[src/rtl/synChkPkg.sv]
package synChkPkg;

  localparam int BLK_ROWS = 7;
  localparam int BLK_COLS = 8;
  localparam int LIFT     = 32;

  typedef struct packed {
    logic capture;  // register parity vector from signIn
    logic reduce;   // register tree sum into weight and flag
  } synStrobe_t;

  // Circulant shift of block (r,c), or -1 when the block is empty.
  function automatic int shiftOf(input int r, input int c, input int cols, input int lift);
    if (c == r || c == r + 1 || c == (r + 4) % cols)
      return (3 * r + 7 * c) % lift;
    return -1;
  endfunction

  // Number of four-input tree levels needed to cover n leaves.
  function automatic int levelsFor(input int n);
    int lv;
    int span;
    lv = 0;
    span = 1;
    while (span < n) begin
      span = span * 4;
      lv = lv + 1;
    end
    return lv;
  endfunction

endpackage

[src/rtl/synCtrl.sv]
module synCtrl
  import synChkPkg::*;
(
  input  logic       clk,
  input  logic       rst,
  input  logic       startIn,
  output synStrobe_t strobe,
  output logic       doneOut
);

  logic stage1Q;
  logic doneQ;

  always_ff @(posedge clk) begin
    if (rst) begin
      stage1Q <= 1'b0;
      doneQ   <= 1'b0;
    end else begin
      stage1Q <= startIn;
      doneQ   <= stage1Q;
    end
  end

  always_comb begin
    strobe.capture = startIn;
    strobe.reduce  = stage1Q;
  end

  assign doneOut = doneQ;

endmodule

[src/rtl/synDatapath.sv]
module synDatapath
  import synChkPkg::*;
#(
  parameter int ROWS = BLK_ROWS,
  parameter int COLS = BLK_COLS,
  parameter int Z    = LIFT,
  localparam int NBITS    = COLS * Z,
  localparam int NCHECK   = ROWS * Z,
  localparam int WEIGHT_W = $clog2(NCHECK + 1)
) (
  input  logic                clk,
  input  logic                rst,
  input  synStrobe_t          strobe,
  input  logic [NBITS-1:0]    signIn,
  output logic [WEIGHT_W-1:0] weightOut,
  output logic                okOut
);

  localparam int LVLS   = levelsFor(NCHECK);
  localparam int LEAVES = 4 ** LVLS;

  // Stage 1: every check is the XOR of at most three rotated sign bits.
  logic [NCHECK-1:0] parityD;
  logic [NCHECK-1:0] parityQ;

  always_comb begin
    for (int r = 0; r < ROWS; r++) begin
      for (int j = 0; j < Z; j++) begin
        parityD[r*Z + j] = 1'b0;
        for (int c = 0; c < COLS; c++) begin
          if (shiftOf(r, c, COLS, Z) >= 0)
            parityD[r*Z + j] = parityD[r*Z + j]
                             ^ signIn[c*Z + ((j + shiftOf(r, c, COLS, Z)) % Z)];
        end
      end
    end
  end

  always_ff @(posedge clk) begin
    if (rst)                 parityQ <= '0;
    else if (strobe.capture) parityQ <= parityD;
  end

  // Stage 2: balanced tree of four-input adders over the parity register.
  for (genvar lv = 0; lv <= LVLS; lv++) begin : lvlG
    localparam int CNT = LEAVES >> (2 * lv);
    logic [WEIGHT_W-1:0] sums [CNT];
    if (lv == 0) begin : leafG
      for (genvar i = 0; i < CNT; i++) begin : leafNodeG
        if (i < NCHECK) begin : usedG
          assign sums[i] = WEIGHT_W'(parityQ[i]);
        end else begin : padG
          assign sums[i] = '0;
        end
      end
    end else begin : nodeG
      for (genvar n = 0; n < CNT; n++) begin : addG
        assign sums[n] = lvlG[lv-1].sums[4*n]     + lvlG[lv-1].sums[4*n + 1]
                       + lvlG[lv-1].sums[4*n + 2] + lvlG[lv-1].sums[4*n + 3];
      end
    end
  end

  logic [WEIGHT_W-1:0] treeSum;
  logic [WEIGHT_W-1:0] weightQ;
  logic                okQ;

  assign treeSum = lvlG[LVLS].sums[0];

  always_ff @(posedge clk) begin
    if (rst) begin
      weightQ <= '0;
      okQ     <= 1'b0;
    end else if (strobe.reduce) begin
      weightQ <= treeSum;
      okQ     <= (treeSum == '0);
    end
  end

  assign weightOut = weightQ;
  assign okOut     = okQ;

endmodule

[src/rtl/synCheckTop.sv]
module synCheckTop
  import synChkPkg::*;
#(
  parameter int ROWS = BLK_ROWS,
  parameter int COLS = BLK_COLS,
  parameter int Z    = LIFT
) (
  input  logic                              clk,
  input  logic                              rst,
  input  logic                              startIn,
  input  logic [COLS*Z-1:0]                 signIn,
  output logic [$clog2(ROWS*Z+1)-1:0]       weightOut,
  output logic                              okOut,
  output logic                              doneOut
);

  synStrobe_t strobe;

  synCtrl ctrl_i (
    .clk     (clk),
    .rst     (rst),
    .startIn (startIn),
    .strobe  (strobe),
    .doneOut (doneOut)
  );

  synDatapath #(
    .ROWS (ROWS),
    .COLS (COLS),
    .Z    (Z)
  ) dp_i (
    .clk       (clk),
    .rst       (rst),
    .strobe    (strobe),
    .signIn    (signIn),
    .weightOut (weightOut),
    .okOut     (okOut)
  );

endmodule

[config.mk]
export PLATFORM = sky130hd
export DESIGN_NAME = synCheckTop
export DESIGN_NICKNAME = d
export VERILOG_FILES = /design/src/rtl/synChkPkg.sv /design/src/rtl/synCtrl.sv /design/src/rtl/synDatapath.sv /design/src/rtl/synCheckTop.sv
export SDC_FILE = /design/constraint.sdc
export NUM_CORES = 1
export LEC_CHECK = 0
export BUFFER_PORTS_ARGS = -buffer_cell sky130_fd_sc_hd__buf_4
export CORE_MARGIN = 5
export CORE_UTILIZATION = 30
export DETAILED_ROUTE_END_ITERATION = 8
export PLACE_DENSITY_LB_ADDON = 0.05
export SYNTH_ARGS = -nofsm -noshare
export SYNTH_HDL_FRONTEND = slang
export SYNTH_SLANG_ARGS = --single-unit
export TNS_END_PERCENT = 5
[constraint.sdc]
create_clock -name clk -period 8.2 [get_ports clk]
set_input_delay 0.82 -clock clk [delete_from_list [all_inputs] [get_ports clk]]
set_output_delay 0.82 -clock clk [all_outputs]
set_load 0.02 [all_outputs]
== After elaboration in Yosys (flattened, before gate mapping) ==
Index checks and enable logic that the tools add are counted.
Operators by class
  $add $sub $neg: 223
  multiply operators: 0
  divide/modulo/power cells: 0
  magnitude comparators: 0
  equal/unequal tests: 0
  shift-type cells: 0
  mux-type cells: 0
  bitwise operators: 448
  reductions and logical operators: 1
Operators with widths (number)
  $add 8x1->8: 79
  $xor 1x1->1: 448
  $add 8x8->8: 53
  $add 1x1->2: 56
  $add 2x1->3: 24
  $add 3x1->4: 9
  $add 4x8->8: 1
  $add 8x4->8: 1
  $logic_not 8->1: 1
Storage, ports and cells
  register bits: 235
  bits in latches: 0
  RAM bits: 0
  memory bits (read-only): 0
  output and inout port bits: 10
  memories kept: 0

== Longest topological paths before layout ==
  depth in word-level cells: 13
  depth in mapped cells: 30

== Cells and area by module ==
Synthesis repeated with hierarchy kept, for this count alone.
Unflattened totals
  cell total of the unflattened synthesis: 1717
  area, all modules: 17660.7 um^2
By module, submodules not included
  synDatapath: instances 1, cells an instance 1711, area each 17593.1 um^2, seq. area each 4664.5 um^2
  synCtrl: instances 1, cells an instance 6, area each 67.6 um^2, seq. area each 40.0 um^2

== Worst setup path after synthesis ==
OpenSTA, ideal clock, no wires.
  kind: register to register
  start point: register dp_i.parityQ[168]
  end point: register dp_i.okQ, in the netlist dp_i.okOut
  arrival: 8.257 ns
  slack: -0.124 ns
  stages on the path, launching flop included: 27
  period minus slack after synthesis: 8.324 ns
  cell sequence: dfxtp_1 > inv_1 > fa_1 > inv_1 > ha_1 > inv_1 > fa_1 > fa_1 > fa_1 > fa_1 > inv_1 > fa_1 > fa_1 > fa_1 > fa_1 > inv_1 > fa_1 > fa_1 > inv_1 > fa_1 > inv_1 > fa_1 > xnor2_1 > or3_1 > or4_1 > a211o_1 > a21oi_2
Between the ends
  longest elaborated chain between the ends: 10
Ends and longest elaborated chain
  start, declared: RTL line synDatapath.sv:24  | logic [NCHECK-1:0] parityQ;
  start signal, assigned: RTL line synDatapath.sv:41  | else if (strobe.capture) parityQ <= parityD;
  $add 1x1->2: RTL line synDatapath.sv:58  | assign sums[n] = lvlG[lv-1].sums[4*n] + lvlG[lv-1].sums[4*n + 1]
  $add 2x1->3: RTL line synDatapath.sv:59  | + lvlG[lv-1].sums[4*n + 2] + lvlG[lv-1].sums[4*n + 3];
  $add 3x1->4: RTL line synDatapath.sv:59
  $add 8x8->8 (6 in series): RTL line synDatapath.sv:59
  $logic_not 8->1: RTL line synDatapath.sv:76  | okQ <= (treeSum == '0);
  end signal, assigned: RTL line synDatapath.sv:76
  end, declared: RTL line synDatapath.sv:66  | logic okQ;
Every way passes these cells.
A chain may end at the register's enable or synchronous reset.

== Final worst setup path ==
  start point: register dp_i.parityQ[16]
  end point: register dp_i.okQ, in the netlist dp_i.okOut
Between the ends
  longest elaborated chain between the ends: 13
Ends and longest elaborated chain (RTL line)
  $add 1x1->2: synDatapath.sv:58
  $add 2x1->3: synDatapath.sv:59
  $add 3x1->4: synDatapath.sv:59
  $add 8x8->8: synDatapath.sv:58
  $add 8x8->8 (2 in series): synDatapath.sv:59
  $add 8x8->8: synDatapath.sv:58
  $add 8x8->8 (2 in series): synDatapath.sv:59
  $add 8x8->8: synDatapath.sv:58
  $add 8x8->8 (2 in series): synDatapath.sv:59
  $logic_not 8->1: synDatapath.sv:76
Every way passes these cells.

==> out/results.tsv <==
metric	value	unit
Worst Hold End	dp_i.parityQ[100]	
CTS tree	done	
f_max	116	MHz
diode count	0	
RSZ-0062 raised after global routing	yes	
detailed placer's ending HPWL	49.1	mm
Starting Density	0.302	
IO Pins	269	
vias post-DR	11900	
CP Max Fanout	2	
outcome	finished with violations	
final net count	2597	
Via density	4.16	
die width	254	µm
Reg2Reg Setup Slack	-0.44	ns
Hold Crit Start	dp_i.parityQ[100]	
Syn. warnings	0	
Worst-Margin Slew	1.12	ns
max_cap viols	0	
Clock Sinks	235	
crit path kind	reg -> reg	
Post-Synthesis Cell Area	17800	µm²
register area	4720	µm²
commonest non-fill, non-tap cell in the layout	xnor2_1	
H-tree levels	1	
Mean Syn Cell Area	10.0	µm²
Worst Path Arrival	9.14	ns
largest net degree at the start of global routing	133	
crit start category	register	
Area growth syn-to-layout	24.1	%
min cycle time layout	8.64	ns
first-pass GRT wire length	83.5	mm
Yosys reg bits	235	
dpl cells	2801	
clk buf depth	3	
fin. max-slew vios	0	
multi-input logic area	11600	µm²
endpoints failing setup	2	
R2R cell count	24	
Max Used Layer	met4	
Hold Fails Final Rpt	0	
hold slack	0.487	ns
DRT antenna net count	0	
initial antenna violation count	0	
Non-Filler Instances	2855	
global route overflow	0	
endpoint class of the critical path	register	
total track usage	0.176	
share of layout cells above drive strength 1	0.188	
post-route setup slack	-0.442	ns
TNS Setup	-0.521	ns
first drt pass iteration count	5	
most frequent cells in the layout	356 x xnor2_1, 355 x inv_1, 305 x buf_4	
die area	64300	µm²
Routed met1 length	25.8	mm
clk_lat worst skew	0.57	ns
Fill cells	5944	
number of global-route vias before repair	12900	
core area	58900	µm²
CTS Hold Bufs	0	
Final Skew	0.00897	ns
routability congestion estimate	0.844	
number of distinct library cells after synthesis	28	
pre-CTS setup slack	-0.472	ns
Seq/Total Area, Yosys	0.264	
Hold WC Path Type	reg -> reg	
drt drc	0	
Worst Path Required	8.70	ns
Rel. slew slack	0.256	
num rows	89	
total CTS buffers	30	
Post-Syn Instances	1771	
Final Cycle Share	1.05	
drt first-iter violations	523	
post-DR wirelength/cell	20.0	µm
WL met3	1.73	mm
Net Count, Synth	2308	
failing checks	setup timing	
Hold Path Stages	2	
r2r endpoint	dp_i.okOut	
detailed-route wire length	57.0	mm
Die Span Y	254	µm
clock slew at reported path FFs	0.06	ns
Reg2Reg Launch Point	dp_i.parityQ[16]	
PortBufs	268	
clock root cell	clkbuf_16	
routed length on met2	28.8	mm
[state kept, by name, indices dropped and copies added, names as in the netlist]
name and count:
ctrl_i.stage1Q 1, ctrl_i.doneOut 1, dp_i.okOut 1, dp_i.weightOut 8
dp_i.parityQ 224
[cell families (layout without fill, tap and decap cells)]
group	count (synthesis)	after routing	synth area share
buf+inv	412	723	0.0880
fa+ha+maj	278	278	0.284
compound gates	13	13	0.00534
mux	230	230	0.129
flops	235	235	0.264
simple gates	245	245	0.0530
xor+xnor	358	358	0.176
[cell usage after synthesis (all sizes together)]
cell / number / area, µm²
a211o: 1 / 8.76
clkbuf: 29 / 109
a21boi: 1 / 7.51
inv: 360 / 1350
nor2b: 4 / 25.0
xor2: 2 / 17.5
o31ai: 1 / 7.51
fa: 209 / 4180
nand2b: 1 / 6.26
or2: 1 / 6.26
or3: 2 / 12.5
or4: 1 / 7.51
a21o: 1 / 7.51
nor2: 234 / 878
buf: 23 / 105
nand2: 2 / 7.51
o22ai: 1 / 6.26
mux2i: 230 / 2300
o21ai: 2 / 10.0
ha: 69 / 863
o221ai: 1 / 8.76
xnor2: 356 / 3120
dfxtp: 235 / 4700
a211oi: 1 / 12.5
a31oi: 2 / 12.5
a21oi: 2 / 13.8
[stage by stage]
step	util	instance area, µm²
2_1_floorplan	-	17800
3_3_place_gp	0.355	20900
3_5_place_dp	0.355	20900
4_1_cts	0.374	22000
5_1_grt	0.375	22100
6_report	0.375	22100
[routing by layer]
metal  vias to the layer above  track usage
li1                       5871            -
met5                         -            0
met4                         0       0.0211
met3                        44       0.0191
met2                       174        0.309
met1                      5779        0.241
[cell type report]
type	count	share of cell area
clock buffers	44	0.0419
clock inverters	10	0.00708
inverters	360	0.0612
multi-input cells	1124	0.526
flip-flops and latches	235	0.214
well taps	773	0.0438
repair buffers	309	0.107
[how the worst max path moves through the flow]
stage | from | to | slack, ns | cells after the start
floorplan | dp_i.parityQ[168] | dp_i.okOut | 0.008 | 26
global placement | dp_i.parityQ[96] | dp_i.okOut | -0.43 | 24
detailed placement | dp_i.parityQ[96] | dp_i.okOut | -0.47 | 24
CTS | dp_i.parityQ[96] | dp_i.okOut | -0.46 | 23
global route | dp_i.parityQ[71] | dp_i.okOut | -0.67 | 26
finish | dp_i.parityQ[16] | dp_i.okOut | -0.44 | 24
[what timing repair did]
action / CTS / global route
pin swaps: 2 / 33
setup endpoints to repair: 4 / 6
gates resized for setup: 4 / 24
buffers inserted: 0 / 0
[critical path: stages (launching register included)]
cell and delay, ns:
dfxtp_2 0.33, inv_1 0.05, fa_1 0.53, inv_1 0.04, ha_1 0.17, ha_1 0.27, inv_1 0.05, fa_1 0.50
fa_1 0.54, fa_1 0.50, inv_1 0.06, fa_2 0.55, inv_1 0.06, fa_1 0.53, fa_1 0.44, fa_1 0.56
fa_1 0.46, fa_2 0.60, fa_2 0.48, fa_2 0.58, nand2_1 0.06, or3_1 0.40, or4_1 0.41, a211o_1 0.29
a21oi_2 0.10
Power is left out: the tool's default activity adds up to more than one toggle a clock period on the data nets, which glitch-free logic cannot reach.
